### config.mk
export PLATFORM = sky130hd
export DESIGN_NAME = mfb_sq_buffer
export DESIGN_NICKNAME = d
export VERILOG_FILES = /design/src/rtl/mfb_pkg.sv /design/src/rtl/mfb_rx_status.sv /design/src/rtl/mfb_tx_qbuf.sv /design/src/rtl/mfb_irq_gate.sv /design/src/rtl/mfb_sq_buffer.sv
export SDC_FILE = /design/constraint.sdc
export NUM_CORES = 1
export LEC_CHECK = 0
export BUFFER_PORTS_ARGS = -buffer_cell sky130_fd_sc_hd__buf_2
export CAP_MARGIN = 20
export CORE_MARGIN = 10
export CORE_UTILIZATION = 37
export DETAILED_ROUTE_END_ITERATION = 10
export GPL_ROUTABILITY_DRIVEN = 0
export PLACE_DENSITY = 0.69
export SLEW_MARGIN = 10
export SYNTH_ARGS = -nofsm -noshare
export SYNTH_HDL_FRONTEND = slang
export SYNTH_SLANG_ARGS = --single-unit
### constraint.sdc
create_clock -name clk_i -period 2.25 [get_ports clk_i]
set_input_delay 0.225 -clock clk_i [delete_from_list [all_inputs] [get_ports clk_i]]
set_output_delay 0.225 -clock clk_i [all_outputs]
set_load 0.02 [all_outputs]
### src/rtl/mfb_pkg.sv
package mfb_pkg;
  // positions of the event flags above the S field, relative to the S width
  localparam int unsigned FLG_AVAIL = 0;
  localparam int unsigned FLG_EMPTY = 1;
  localparam int unsigned FLG_COS   = 2;
  localparam int unsigned N_FLG     = 3;

  // mode bit assignments
  localparam int unsigned MODE_MF_EN   = 0;
  localparam int unsigned MODE_EMPTY_E = 1;
  localparam int unsigned MODE_AVAIL_E = 2;
  localparam int unsigned MODE_COS_E   = 3;
  localparam int unsigned MODE_W       = 4;

  typedef struct packed {
    logic cos;
    logic empty;
    logic avail;
  } mfb_flags_t;
endpackage

### src/rtl/mfb_rx_status.sv
module mfb_rx_status #(
  parameter int unsigned S_W = 5
) (
  input  logic           clk_i,
  input  logic           rst_ni,
  input  logic           cap_i,
  input  logic [S_W-1:0] s_i,
  input  logic           sync_i,
  input  logic           rd_i,
  output logic [S_W-1:0] s_o,
  output logic           avail_o,
  output logic           cos_o
);
  logic [S_W-1:0] s_q;
  logic           avail_q;
  logic           cos_q;
  logic           sync_q;
  logic           sync_edge;

  assign sync_edge = sync_i ^ sync_q;

  always_ff @(posedge clk_i or negedge rst_ni) begin
    if (!rst_ni) begin
      s_q     <= '0;
      avail_q <= 1'b0;
      cos_q   <= 1'b0;
      sync_q  <= 1'b0;
    end else begin
      sync_q <= sync_i;
      if (cap_i) begin
        s_q     <= s_i;
        avail_q <= 1'b1;
      end else if (rd_i) begin
        avail_q <= 1'b0;
      end
      // a sync edge outranks the clearing read
      if (sync_edge)  cos_q <= 1'b1;
      else if (rd_i)  cos_q <= 1'b0;
    end
  end

  assign s_o     = s_q;
  assign avail_o = avail_q;
  assign cos_o   = cos_q;
endmodule

### src/rtl/mfb_tx_qbuf.sv
module mfb_tx_qbuf #(
  parameter int unsigned Q_W = 4
) (
  input  logic           clk_i,
  input  logic           rst_ni,
  input  logic           wr_i,
  input  logic [Q_W-1:0] q_i,
  input  logic           fb_i,
  input  logic           take_i,
  input  logic           mf_en_i,
  input  logic           sync_i,
  output logic [Q_W-1:0] q_o,
  output logic           empty_o
);
  logic [Q_W-1:0] q_q;
  logic           fb_q;
  logic           empty_q;
  logic           use_fb;

  always_ff @(posedge clk_i or negedge rst_ni) begin
    if (!rst_ni) begin
      q_q     <= '1;
      fb_q    <= 1'b0;
      empty_q <= 1'b1;
    end else begin
      if (wr_i) begin
        q_q     <= q_i;
        fb_q    <= fb_i;
        empty_q <= 1'b0;
      end else if (take_i) begin
        empty_q <= 1'b1;
      end
    end
  end

  assign use_fb = mf_en_i & ~sync_i;

  for (genvar i = 0; i < Q_W; i++) begin : g_slot
    assign q_o[i] = use_fb ? fb_q : q_q[i];
  end

  assign empty_o = empty_q;
endmodule

### src/rtl/mfb_irq_gate.sv
module mfb_irq_gate
  import mfb_pkg::*;
(
  input  mfb_flags_t         flags_i,
  input  logic [N_FLG-1:0]   en_i,
  output logic               irq_o
);
  logic [N_FLG-1:0] flg_vec;
  logic [N_FLG-1:0] hit;

  assign flg_vec = flags_i;

  for (genvar i = 0; i < N_FLG; i++) begin : g_src
    assign hit[i] = flg_vec[i] & en_i[i];
  end

  assign irq_o = |hit;
endmodule

### src/rtl/mfb_sq_buffer.sv
module mfb_sq_buffer
  import mfb_pkg::*;
#(
  parameter int unsigned S_W    = 5,
  parameter int unsigned Q_W    = 4,
  parameter int unsigned DATA_W = 8
) (
  input  logic              clk_i,
  input  logic              rst_ni,
  input  logic              s_cap_i,
  input  logic [S_W-1:0]    s_bits_i,
  input  logic              sync_i,
  input  logic              q_take_i,
  output logic [Q_W-1:0]    q_o,
  input  logic [MODE_W-1:0] mode_i,
  input  logic              stat_rd_i,
  output logic [DATA_W-1:0] status_o,
  input  logic              q_wr_i,
  input  logic [DATA_W-1:0] q_wdata_i,
  output logic              irq_o
);
  localparam int unsigned STAT_USED = S_W + N_FLG;
  localparam int unsigned FB_POS    = Q_W;

  logic [S_W-1:0]   s_cur;
  mfb_flags_t       flags;
  logic [N_FLG-1:0] irq_en;

  mfb_rx_status #(.S_W(S_W)) u_rx (
    .clk_i   (clk_i),
    .rst_ni  (rst_ni),
    .cap_i   (s_cap_i),
    .s_i     (s_bits_i),
    .sync_i  (sync_i),
    .rd_i    (stat_rd_i),
    .s_o     (s_cur),
    .avail_o (flags.avail),
    .cos_o   (flags.cos)
  );

  mfb_tx_qbuf #(.Q_W(Q_W)) u_tx (
    .clk_i   (clk_i),
    .rst_ni  (rst_ni),
    .wr_i    (q_wr_i),
    .q_i     (q_wdata_i[Q_W-1:0]),
    .fb_i    (q_wdata_i[FB_POS]),
    .take_i  (q_take_i),
    .mf_en_i (mode_i[MODE_MF_EN]),
    .sync_i  (sync_i),
    .q_o     (q_o),
    .empty_o (flags.empty)
  );

  assign irq_en[FLG_AVAIL] = mode_i[MODE_AVAIL_E];
  assign irq_en[FLG_EMPTY] = mode_i[MODE_EMPTY_E];
  assign irq_en[FLG_COS]   = mode_i[MODE_COS_E];

  mfb_irq_gate u_irq (
    .flags_i (flags),
    .en_i    (irq_en),
    .irq_o   (irq_o)
  );

  assign status_o[S_W-1:0]             = s_cur;
  assign status_o[S_W+FLG_AVAIL]       = flags.avail;
  assign status_o[S_W+FLG_EMPTY]       = flags.empty;
  assign status_o[S_W+FLG_COS]         = flags.cos;
  if (DATA_W > STAT_USED) begin : g_pad
    assign status_o[DATA_W-1:STAT_USED] = '0;
  end
endmodule

==> flow_metrics.env <==
export IMPL_routed_wl_mm=1.41
export IMPL_hold_path_class="in -> reg"
export IMPL_p_leak_nw=0.463
export IMPL_vias=447
export IMPL_ys_seq_area_frac=0.551
export IMPL_r2r_cells=2
export IMPL_reg2reg_to="u_rx.cos_o"
export IMPL_cts_buffers=3
export IMPL_grt_pass1_vias=484
export IMPL_drive_above_1_share=0.697
export IMPL_num_io_pins=37
export IMPL_fillCellCount=158
export IMPL_required_ns=2.03
export IMPL_diodes=0
export IMPL_fin_ws_ns=0.781
export IMPL_worstPathCellList="a222oi_1, inv_1, buf_2"
export IMPL_routedWlPerCell_um=15.2
export IMPL_worst_pin_slew_ns=0.297
export IMPL_pwr_share_clk=0.294
export IMPL_pre_cts_ws_ns=1.09
export IMPL_yosysWarningCount=0
export IMPL_finalHoldViolations=0
export IMPL_slew_headroom=0.802
export IMPL_synth_seq_cells=14
export IMPL_root_buffer="clkbuf_4"
export IMPL_ctsHtreeMaxLevel=1
export IMPL_viasPerCell=4.81
export IMPL_grt_remaining_overflow=0
export IMPL_hp_start="sync_i"
export IMPL_reg2reg_from="u_rx.sync_q"
export IMPL_end_kind="output port"
export IMPL_p_int_mw=0.447
export IMPL_path_class="reg -> out"
export IMPL_clockBufferDepth=2
export IMPL_start_util=0.383
export IMPL_sw_frac_of_total=0.267
export IMPL_power_frac_comb=0.222
export IMPL_cts_sinks=14
export IMPL_layoutNonFillerInstCount=93
export IMPL_status="finished, final reports clean"
export IMPL_cts_tree="built"
export IMPL_grtUsageTotal=0.0808
export IMPL_start_kind="flip-flop"
export IMPL_drtIter0Drc=29
export IMPL_pwr_share_seq=0.484
export IMPL_timing_final_crit_period_ns=1.47
export IMPL_power_density_mw_per_mm2=730
export IMPL_crit_path_top_delay_cell="dfrtp_1"
export IMPL_grt_start_max_net_pins=15
export IMPL_min_to="u_rx.sync_q"
export IMPL_clk_pin_slew_worst_paths_ns=0.08
export IMPL_clk_latency_ns=0.27
export IMPL_netlist_area_um2=647
export IMPL_ff2ff_setup_slack_ns=1.49
export IMPL_grt_first_pass_wirelength_mm=2.26
export IMPL_die_width_um=61.8
export IMPL_placedCellCount=88
export IMPL_max_freq_ghz=0.681
export IMPL_dp_hpwl_mm=1.17
export IMPL_final_setup_skew_ns=0.000724
export IMPL_syn_area_per_cell_um2=15.0
export IMPL_cts_setup_buffers=0
export IMPL_cp_max_fo=3
export IMPL_regArea_um2=357
export IMPL_synth_fp_nets=67
export IMPL_synth_cell_types=12
export IMPL_worstPathArrival_ns=1.24
export IMPL_cpPeakStageDelay_ns=0.41
export IMPL_antenna_left=0
export IMPL_syn_to_final_growth_pct=29.0
export IMPL_antenna_found_initial=0
export IMPL_utilization=0.494
export IMPL_peakVddDrop_v=0.000268
export IMPL_drc_errors=0
export IMPL_rows=15
export IMPL_p_sw_mw=0.163
export IMPL_multiInputGateArea_um2=238
export IMPL_coreArea_mm2=0.00169
export IMPL_post_route_period_util=0.653
export IMPL_firstDrtPassIters=4
export IMPL_die_y_um=61.8
export IMPL_worstHoldPathCells=1
export IMPL_rsz0062_at_grt="false"
export IMPL_fin_tns_setup_ns=0
export IMPL_synthCells=43
export IMPL_drv_cap=0
export IMPL_nNetsFinal=101
export IMPL_die_area_mm2=0.00382
export IMPL_port_buffers=33
export IMPL_setup_viol=0
export IMPL_slew_violations=0
routing by layer:
layer  wire length, µm  global-route usage  vias to the layer above  part of all wire
met3                91              0.0224                        2             0.064
met1               549              0.0825                      220              0.39
met2               744               0.139                       13              0.53
met4                26              0.0573                        0             0.018
li1                  -                   -                      212                 -
met5                 0                   0                        -                 0
registers in the layout, summed over array words and instances (netlist names):
name          flops
u_tx.fb_q         1
u_rx.cos_o        1
u_tx.empty_o      1
u_rx.s_o          5
u_rx.sync_q       1
u_rx.avail_o      1
u_tx.q_q          4
worst max-delay path: cells and delay by family, from the launching register on:
| family | cells | cell delay [ns] |
|---|---|---|
| flip-flops | 1 | 0.41 |
| buffers and inverters | 2 | 0.22 |
| AO/OA/AOI/OAI | 1 | 0.34 |
power by group through the flow:
stage	logic, mW	registers (mW)	clock network (mW)
floorplan	0.0818	0.308	0
finish	0.135	0.295	0.179
global placement	0.134	0.298	0
CTS	0.138	0.295	0.184
global route	0.146	0.299	0.193
detailed placement	0.136	0.300	0
kinds of logic (layout without fill, tap and decap cells):
family | Yosys count | count (layout) | share of synthesized area
flops | 14 | 14 | 0.551
simple gates | 4 | 4 | 0.0368
xor+xnor | 1 | 1 | 0.0135
compound gates | 7 | 7 | 0.0851
mux | 10 | 10 | 0.232
buf+inv | 7 | 40 | 0.0812
what timing repair did:
item,in CTS,in global routing
endpoints found under the hold margin,9,0
setup endpoints to repair,0,0
gates resized for setup,0,0
hold buffers,1,0
layout make-up:
class / count / area share
Clock buffer: 4 / 0.0435
Multi-Input combinational cell: 22 / 0.285
Inverter: 2 / 0.00900
Timing Repair Buffer: 34 / 0.210
Sequential cell: 14 / 0.427
Tap cell: 17 / 0.0255
stage by stage:
step | power, mW | hold slack, ns | cell area, µm²
after detailed placement | 0.436 | 0.130 | 788
after floorplan | 0.390 | -0.0706 | 647
after global routing | 0.638 | 0.0917 | 835
after global placement | 0.432 | 0.128 | 788
after CTS | 0.617 | 0.0912 | 835
final | 0.610 | 0.0991 | 835
cell usage in the layout, fill, tap and decap left out, drive strengths merged:
cell type / n
a222oi: 1
buf: 33
nand2b: 1
xor2: 1
nor2: 2
mux2: 10
dlygate4sd3: 1
and3b: 1
dfrtp: 9
clkbuf: 4
inv: 2
dfstp: 5
a21o: 6
cell usage after synthesis:
cell	instances	area (µm²)
a21o_1	6	45.0
a222oi_1	1	10.0
and3b_2	1	10.0
buf_4	3	22.5
buf_6	2	22.5
dfrtp_1	9	225
dfstp_2	5	131
inv_1	2	7.51
mux2_4	10	150
nand2b_1	1	6.26
nor2_1	2	7.51
xor2_1	1	8.76
worst max path at each step:
| stage | from | endpoint | slack (ns) |
|---|---|---|---|
| global placement | u_rx.avail_o | irq_o | 1.12 |
| finish | u_rx.avail_o | irq_o | 0.78 |
| detailed placement | u_rx.avail_o | irq_o | 1.09 |
| CTS | u_rx.avail_o | irq_o | 0.77 |
| global route | u_rx.avail_o | irq_o | 0.69 |
| floorplan | u_rx.avail_o | irq_o | 1.19 |
Power figures use the tool's default switching activity.
